===== config.mk =====
export PLATFORM = sky130hd
export DESIGN_NAME = wdog_window_timer
export DESIGN_NICKNAME = d
export VERILOG_FILES = /design/src/rtl/wdog_pkg.sv /design/src/rtl/wdog_prescale.sv /design/src/rtl/wdog_window.sv /design/src/rtl/wdog_window_timer.sv
export SDC_FILE = /design/constraint.sdc
export NUM_CORES = 1
export LEC_CHECK = 0
export ABC_AREA = 1
export CORE_ASPECT_RATIO = 1.5
export CORE_MARGIN = 1.5
export CORE_UTILIZATION = 40
export CTS_CLUSTER_SIZE = 14
export DETAILED_ROUTE_END_ITERATION = 10
export SYNTH_ARGS = -nofsm -noshare
export SYNTH_HDL_FRONTEND = slang
export SYNTH_HIERARCHICAL = 1
export SYNTH_SLANG_ARGS = --single-unit

===== constraint.sdc =====
create_clock -name clk -period 10.3 [get_ports clk]
set_clock_uncertainty 0.2 [all_clocks]
set_input_delay 1.545 -clock clk [delete_from_list [all_inputs] [get_ports clk]]
set_output_delay 1.545 -clock clk [all_outputs]
set_load 0.01 [all_outputs]

===== src/rtl/wdog_pkg.sv =====
package wdog_pkg;

    localparam logic [2:0]  OFS_REFRESH = 3'd0;
    localparam logic [2:0]  OFS_CTRL    = 3'd2;
    localparam logic [2:0]  OFS_COUNT   = 3'd4;
    localparam logic [2:0]  OFS_RSTCTL  = 3'd6;
    localparam logic [15:0] CTRL_MASK   = 16'h33F3;
    localparam logic [7:0]  KEY_FIRST   = 8'h00;
    localparam logic [7:0]  KEY_SECOND  = 8'hFF;

    // left shift of the base period for each timeout code
    function automatic int period_shift(input logic [1:0] code);
        case (code)
            2'd0:    return 0;
            2'd1:    return 2;
            2'd2:    return 3;
            default: return 4;
        endcase
    endfunction

    // oscillator ticks per count tick
    function automatic int div_ratio(input logic [3:0] code);
        case (code)
            4'd1:    return 4;
            4'd2:    return 16;
            4'd3:    return 32;
            4'd4:    return 64;
            4'd5:    return 256;
            default: return 1;
        endcase
    endfunction

endpackage


===== src/rtl/wdog_prescale.sv =====
module wdog_prescale #(
    parameter int PRE_W = 8
) (
    input  logic       clk,
    input  logic       rst_n,
    input  logic       osc_tick_i,
    input  logic       restart_i,
    input  logic [3:0] div_sel_i,
    output logic       cnt_tick_o
);

    logic [PRE_W-1:0] pre_q, pre_d, term;

    always_comb begin
        term       = PRE_W'(wdog_pkg::div_ratio(div_sel_i) - 1);
        cnt_tick_o = osc_tick_i && (pre_q >= term);
        pre_d      = pre_q;
        if (restart_i)
            pre_d = '0;
        else if (osc_tick_i)
            pre_d = cnt_tick_o ? '0 : pre_q + 1'b1;
    end

    always_ff @(posedge clk or negedge rst_n) begin
        if (!rst_n) pre_q <= '0;
        else        pre_q <= pre_d;
    end

    AST_PRE_BOUND: assert property (@(posedge clk) disable iff (!rst_n)
        pre_q <= term);

endmodule


===== src/rtl/wdog_window.sv =====
module wdog_window #(
    parameter int CNT_W = 14
) (
    input  logic [CNT_W-1:0] cnt_i,
    input  logic [CNT_W-1:0] reload_i,
    input  logic [1:0]       upper_sel_i,
    input  logic [1:0]       lower_sel_i,
    output logic             outside_o
);

    localparam int LW = CNT_W + 2;

    logic [LW-1:0] quarter, upper_lim, lower_lim, cnt_x;

    always_comb begin
        quarter = (LW'(reload_i) + LW'(1)) >> 2;
        cnt_x   = LW'(cnt_i);
        case (upper_sel_i)
            2'd0:    upper_lim = quarter;
            2'd1:    upper_lim = quarter << 1;
            2'd2:    upper_lim = (quarter << 1) + quarter;
            default: upper_lim = quarter << 2;
        endcase
        case (lower_sel_i)
            2'd0:    lower_lim = (quarter << 1) + quarter;
            2'd1:    lower_lim = quarter << 1;
            2'd2:    lower_lim = quarter;
            default: lower_lim = '0;
        endcase
        outside_o = (cnt_x > upper_lim) || (cnt_x < lower_lim);
    end

endmodule


===== src/rtl/wdog_window_timer.sv =====
module wdog_window_timer #(
    parameter int CNT_W      = 14,
    parameter int BASE_LOG2  = 10,
    parameter int PRE_W      = 8,
    parameter int RELOAD_LAT = 4
) (
    input  logic        clk,
    input  logic        rst_n,
    input  logic        osc_tick_i,
    input  logic        bus_we_i,
    input  logic [2:0]  bus_addr_i,
    input  logic [15:0] bus_wdata_i,
    output logic [15:0] bus_rdata_o,
    output logic        wdt_rst_o,
    output logic        wdt_irq_o
);
    import wdog_pkg::*;

    localparam int LAT_W = $clog2(RELOAD_LAT + 1);

    typedef struct packed {
        logic [15:0]      ctrl;
        logic             irq_sel;
        logic             sticky;
        logic [CNT_W-1:0] cnt;
        logic             run;
        logic             key_half;
        logic [LAT_W-1:0] pend;
        logic             rst_p;
        logic             irq_p;
    } state_t;

    state_t st_q, st_d;

    logic wr_ref, wr_ctl, wr_rsc, key_ok, start_evt, win_bad, cnt_tick, err;
    logic [CNT_W-1:0] reload_cur, reload_new;

    function automatic logic [CNT_W-1:0] reload_for(input logic [1:0] code);
        return CNT_W'((1 << (BASE_LOG2 + period_shift(code))) - 1);
    endfunction

    assign wr_ref     = bus_we_i && (bus_addr_i == OFS_REFRESH);
    assign wr_ctl     = bus_we_i && (bus_addr_i == OFS_CTRL);
    assign wr_rsc     = bus_we_i && (bus_addr_i == OFS_RSTCTL);
    assign key_ok     = wr_ref && st_q.key_half && (bus_wdata_i[7:0] == KEY_SECOND);
    assign start_evt  = key_ok && !st_q.run;
    assign reload_cur = reload_for(st_q.ctrl[1:0]);
    assign reload_new = reload_for(bus_wdata_i[1:0]);

    wdog_prescale #(.PRE_W(PRE_W)) u_pre (
        .clk        (clk),
        .rst_n      (rst_n),
        .osc_tick_i (osc_tick_i),
        .restart_i  (wr_ctl || start_evt),
        .div_sel_i  (st_q.ctrl[7:4]),
        .cnt_tick_o (cnt_tick)
    );

    wdog_window #(.CNT_W(CNT_W)) u_win (
        .cnt_i       (st_q.cnt),
        .reload_i    (reload_cur),
        .upper_sel_i (st_q.ctrl[13:12]),
        .lower_sel_i (st_q.ctrl[9:8]),
        .outside_o   (win_bad)
    );

    always_comb begin
        st_d       = st_q;
        st_d.rst_p = 1'b0;
        st_d.irq_p = 1'b0;
        err        = 1'b0;
        if (wr_rsc) st_d.irq_sel  = bus_wdata_i[7];
        if (wr_ref) st_d.key_half = (bus_wdata_i[7:0] == KEY_FIRST);
        if (wr_ctl) begin
            st_d.ctrl = bus_wdata_i & CTRL_MASK;
            st_d.run  = 1'b0;
            st_d.cnt  = reload_new;
            st_d.pend = '0;
        end else if (start_evt) begin
            st_d.run  = 1'b1;
            st_d.cnt  = reload_cur;
            st_d.pend = '0;
        end else if (st_q.run) begin
            if (cnt_tick) begin
                if (st_q.cnt == '0) begin
                    err = 1'b1;
                end else if (st_q.pend == LAT_W'(1)) begin
                    st_d.cnt  = reload_cur;
                    st_d.pend = '0;
                end else begin
                    st_d.cnt = st_q.cnt - 1'b1;
                    if (st_q.pend != '0) st_d.pend = st_q.pend - 1'b1;
                end
            end
            if (key_ok) begin
                if (win_bad) err = 1'b1;
                else         st_d.pend = LAT_W'(RELOAD_LAT);
            end
        end
        if (err) begin
            st_d.run    = 1'b0;
            st_d.cnt    = reload_cur;
            st_d.pend   = '0;
            st_d.sticky = 1'b1;
            st_d.rst_p  = !st_q.irq_sel;
            st_d.irq_p  = st_q.irq_sel;
        end
    end

    always_ff @(posedge clk or negedge rst_n) begin
        if (!rst_n) begin
            st_q     <= '0;
            st_q.cnt <= reload_for(2'b00);
        end else begin
            st_q <= st_d;
        end
    end

    always_comb begin
        case (bus_addr_i)
            OFS_CTRL:   bus_rdata_o = st_q.ctrl;
            OFS_COUNT:  bus_rdata_o = 16'(st_q.cnt);
            OFS_RSTCTL: bus_rdata_o = {8'h00, st_q.irq_sel, 6'b000000, st_q.sticky};
            default:    bus_rdata_o = 16'h0000;
        endcase
    end

    assign wdt_rst_o = st_q.rst_p;
    assign wdt_irq_o = st_q.irq_p;

    AST_IDLE_HOLD: assert property (@(posedge clk) disable iff (!rst_n)
        (!st_q.run && !bus_we_i) |=> $stable(st_q.cnt));
    AST_NO_TICK_HOLD: assert property (@(posedge clk) disable iff (!rst_n)
        (st_q.run && !cnt_tick && !bus_we_i) |=> $stable(st_q.cnt));
    AST_STEP_DOWN: assert property (@(posedge clk) disable iff (!rst_n)
        (st_q.run && cnt_tick && !bus_we_i && st_q.cnt != '0 && st_q.pend != LAT_W'(1))
        |=> st_q.cnt == $past(st_q.cnt) - CNT_W'(1));
    AST_UNDERFLOW_FIRES: assert property (@(posedge clk) disable iff (!rst_n)
        (st_q.run && cnt_tick && !bus_we_i && st_q.cnt == '0) |=> (wdt_rst_o || wdt_irq_o));
    AST_WINDOW_FIRES: assert property (@(posedge clk) disable iff (!rst_n)
        (key_ok && st_q.run && win_bad) |=> (wdt_rst_o || wdt_irq_o));
    AST_ONE_CYCLE_RST: assert property (@(posedge clk) disable iff (!rst_n)
        wdt_rst_o |=> !wdt_rst_o);
    AST_ONE_CYCLE_IRQ: assert property (@(posedge clk) disable iff (!rst_n)
        wdt_irq_o |=> !wdt_irq_o);
    AST_EXCLUSIVE_OUT: assert property (@(posedge clk) disable iff (!rst_n)
        !(wdt_rst_o && wdt_irq_o));
    AST_STICKY_SET: assert property (@(posedge clk) disable iff (!rst_n)
        (wdt_rst_o || wdt_irq_o) |-> st_q.sticky);
    AST_STICKY_KEEP: assert property (@(posedge clk) disable iff (!rst_n)
        st_q.sticky |=> st_q.sticky);
    AST_CTL_STOPS: assert property (@(posedge clk) disable iff (!rst_n)
        wr_ctl |=> (!st_q.run && !wdt_rst_o && !wdt_irq_o));

endmodule


==> results.json <==
{
  "adder_cell_area_share_of_the_yosys_netlist_pct": 14.53,
  "yosysTopAreaCell": "sky130_fd_sc_hd__nand2_1",
  "largest_cells_by_area_after_synthesis": "sky130_fd_sc_hd__nand2_1 (18%), sky130_fd_sc_hd__ha_1 (14%), sky130_fd_sc_hd__dfrtp_1 (13%)",
  "grt_start_max_net_pins": 42,
  "synth_edf_count": 0,
  "layout_min_cycle_time_ns": 6.541,
  "yosysSeqAreaShare_pct": 17.33,
  "run_status": "completed",
  "synth.cell_area_um2": 5993,
  "drt_drc_violations_left": 0,
  "yosys_warnings": 6,
  "switching_share_pct": 50.72,
  "global_route.usage.met3_pct": 1.555,
  "worstSetupPathType": "reg2reg",
  "fin_crit_sh_pct": 63.50,
  "die_w_um": 102.9,
  "critPathSlowestCell": "sky130_fd_sc_hd__xor2_1",
  "post_cts.resized_instances": 0,
  "ant_nets": 0,
  "p_sw_uw": 573.0,
  "syn_inst": 965,
  "synth_compound_area_share_pct": 11.86,
  "worst_endpoint_required_time_ns": 10.26,
  "avgViaCountPerCell": 5.121,
  "grt-ovfl-total": 0,
  "worst_ep_arrival_time_ns": 6.50,
  "synth_ff_type": "sky130_fd_sc_hd__dfrtp_1",
  "numCtsBuffers": 5,
  "h-tree-depth": 2,
  "max_freq_mhz": 152.9,
  "rsz0062_at_grt": "no",
  "worstSetupEndpointType": "flop",
  "finalWirelength_um": 18030,
  "floorplan.die_area_um2": 15740,
  "ctsLongestPathBuffers": 2,
  "via_count_of_the_first_global_routing_pass": 5922,
  "worst_slew_pin_slew_ns": 0.9906,
  "clockPowerShare_pct": 14.7,
  "power_report.internal_total_uw": 556.7,
  "drt_iter0_markers": 257,
  "ir_drop_mv": 0.1094,
  "timing.hold.worst.class": "reg2reg",
  "grt_use_total_pct": 23.64,
  "synth.ff_latch_count": 41,
  "grt_antenna_before_repair": 0,
  "power.share.sequential_pct": 24.6,
  "timing.final.setup_violations": 0,
  "final-hold-violation-count": 0,
  "slew-limit-headroom_pct": 33.96,
  "clkSinkCount": 41,
  "p_leak_uw": 0.003488,
  "share_comb_of_total_power_pct": 60.7,
  "total_power_uw": 1130,
  "worst_path_largest_cell_delay_ns": 0.57,
  "per_instance_average_area_after_synthesis_um2": 6.211,
  "grt_pass1_wl_um": 28920,
  "critPathTopFamily": "simple AND/OR/NAND/NOR gates",
  "final-seq-area_um2": 1039,
  "cts_setup_buffers": 0,
  "top_cell_by_count_worst_path": "sky130_fd_sc_hd__nand2_1",
  "power_density_nw_per_um2": 169.8,
  "synth-simple-area-share_pct": 43.17,
  "fillerInstances": 1637,
  "final_net_count": 1096,
  "core_region_area_um2": 14590,
  "yosysUniqueCellTypes": 50,
  "clock_tree_from_tritoncts": "done",
  "max_cap_viol_count": 0,
  "clkTransAtPathRegs_ns": 0.06,
  "timing.critical_path.fanout_max": 22,
  "dominant_combinational_cell_family_by_area_after_synthesis": "simple AND/OR/NAND/NOR gates",
  "crit_buf_inv": 3,
  "post_drt_wl_per_cell_um": 15.01,
  "post_synth_mux_area_share_pct": 0,
  "totalNegativeSetupSlack_ns": 0,
  "place.detailed.hpwl_um": 14430,
  "grt.busiest_layer": "met2",
  "synth-async-reset-ratio_pct": 100.0,
  "number_of_search_and_repair_iterations_in_the_first_detailed_routing_pass": 5,
  "floorplan.initialDensity_pct": 41.07,
  "antenna_cells_inserted": 0,
  "groute.layer.met1.usage_pct": 25.29,
  "startpoint_type": "flop",
  "cts-root-buf": "sky130_fd_sc_hd__clkbuf_16",
  "ioPinCount": 41,
  "yosysTopAreaCellShare_pct": 18.16,
  "clk_latency_ns": 0.30,
  "numPortBuffers": 34,
  "yosys.area_share.xor_xnor_pct": 2.338,
  "count_of_vias_placed_by_the_detailed_router": 6150,
  "gp_congestion": 0.9201,
  "area_delta_synth_final_pct": 11.00,
  "slew_violations": 0,
  "multi_input_area_um2": 4384,
  "drive_gt1_share_pct": 10.05,
  "cts-hold-fix-buffers": 0,
  "fp.dieH_um": 152.9,
  "grt_use_met2_pct": 43.89,
  "placement_rows": 54
}
-- layout make-up --
class,count,area share (%)
sequential,41,15.61
tap,196,3.686
multi-input combinational,788,65.90
clock buffer,8,2.200
inverter,134,7.561
timing repair buffer,34,5.040
-- metal layers --
layer,wire [µm],vias to the layer above,share of wire (%)
li1,-,3186,-
met1,6999,2762,39
met2,9567,150,53
met3,448,52,2.5
met4,1013,0,5.6
met5,0,-,0
-- power by group through the flow --
stage	sequential, µW	clock (µW)	combinational, µW
after floorplan	250	0	530
after global placement	279	0	666
after detailed placement	280	0	674
after CTS	277	169	677
after global routing	284	175	790
final	277	166	686
-- flip-flops by register name, summed over array words and instances, names as in the netlist --
signal	cells
st_q	31
wdt_irq_o	1
u_pre/pre_q	8
wdt_rst_o	1
-- worst min-delay path, stage by stage, from the launching register on --
cell and delay [ns]:
sky130_fd_sc_hd__dfrtp_1 0.34, sky130_fd_sc_hd__nand2_1 0.05, sky130_fd_sc_hd__nand2_1 0.06
-- synth_stat cells (2+ instances only) --
cell type and n:
sky130_fd_sc_hd__nand2_1 290, sky130_fd_sc_hd__nand4_2 2, sky130_fd_sc_hd__buf_6 3, sky130_fd_sc_hd__o22ai_1 9, sky130_fd_sc_hd__clkbuf_1 8, sky130_fd_sc_hd__nand3_1 76, sky130_fd_sc_hd__nor2_1 100, sky130_fd_sc_hd__nand2_4 4
sky130_fd_sc_hd__a211oi_1 4, sky130_fd_sc_hd__nor2_2 12, sky130_fd_sc_hd__inv_2 12, sky130_fd_sc_hd__o21ai_1 7, sky130_fd_sc_hd__ha_1 68, sky130_fd_sc_hd__a21o_1 3, sky130_fd_sc_hd__or2_2 3, sky130_fd_sc_hd__xnor2_1 3
sky130_fd_sc_hd__nand3_2 12, sky130_fd_sc_hd__o21ai_0 44, sky130_fd_sc_hd__nand2_2 27, sky130_fd_sc_hd__dfstp_2 10, sky130_fd_sc_hd__inv_1 120, sky130_fd_sc_hd__dfrtp_1 31, sky130_fd_sc_hd__nand4_1 16, sky130_fd_sc_hd__and2_1 2
sky130_fd_sc_hd__xor2_1 13, sky130_fd_sc_hd__buf_4 2, sky130_fd_sc_hd__o211ai_1 4, sky130_fd_sc_hd__conb_1 2, sky130_fd_sc_hd__buf_2 4, sky130_fd_sc_hd__nor2_4 8, sky130_fd_sc_hd__o221ai_1 7, sky130_fd_sc_hd__a221oi_1 5
sky130_fd_sc_hd__a21oi_1 32, sky130_fd_sc_hd__nand3b_1 5, sky130_fd_sc_hd__clkinv_1 2
-- cell usage in the layout, fill, tap and decap left out, types with 8 or more instances in the layout --
master / instances
sky130_fd_sc_hd__inv_2: 12
sky130_fd_sc_hd__nand3_1: 76
sky130_fd_sc_hd__o21ai_0: 44
sky130_fd_sc_hd__nor2_2: 12
sky130_fd_sc_hd__nor2_1: 100
sky130_fd_sc_hd__clkdlybuf4s50_1: 33
sky130_fd_sc_hd__a21oi_1: 32
sky130_fd_sc_hd__dfrtp_1: 31
sky130_fd_sc_hd__ha_1: 68
sky130_fd_sc_hd__nand2_1: 290
sky130_fd_sc_hd__nor2_4: 8
sky130_fd_sc_hd__o22ai_1: 9
sky130_fd_sc_hd__nand4_1: 16
sky130_fd_sc_hd__nand2_2: 27
sky130_fd_sc_hd__nand3_2: 12
sky130_fd_sc_hd__inv_1: 120
sky130_fd_sc_hd__conb_1: 20
sky130_fd_sc_hd__dfstp_2: 10
sky130_fd_sc_hd__xor2_1: 13
-- kinds of logic after synthesis --
group	Yosys count
XOR/XNOR	16
buffers and inverters	154
flip-flops	41
AND/OR/NAND/NOR	562
AO/OA/AOI/OAI	121
other	2
adder cells (fa/ha/maj)	69
-- final timing paths --
| check | from | endpoint | slack [ns] | cells after the start |
|---|---|---|---|---|
| min in group asynchronous | rst_n | u_pre/pre_q[0]$_DFFE_PN0P_ | 1.22 | 1 |
| max in group asynchronous | rst_n | st_q[31]$_DFFE_PN0P_ | 8.07 | 1 |
| worst max register to register | st_q[23]$_DFFE_PN0P_ | st_q[18]$_DFFE_PN0P_ | 3.76 | 34 |
| worst max-delay path | st_q[23]$_DFFE_PN0P_ | st_q[18]$_DFFE_PN0P_ | 3.76 | 34 |
| worst min-delay path | st_q[3]$_DFFE_PN0P_ | st_q[3]$_DFFE_PN0P_ | 0.28 | 2 |
| worst min register to register | st_q[3]$_DFFE_PN0P_ | st_q[3]$_DFFE_PN0P_ | 0.28 | 2 |
-- metrics by stage --
step	hold slack, ns	utilization [%]	worst slack, ns	std cells	instance area, µm²
finish	0.2833	45.58	3.759	1201	6653
global route	0.3139	45.58	3.381	1201	6653
CTS	0.2884	45.58	3.850	1201	6653
detailed placement	0.2751	44.58	3.899	1193	6506
global placement	0.2565	44.58	3.942	1193	6506
floorplan	0.2352	-	5.397	983	6061
No activity file was read; power rests on OpenSTA's default activity.
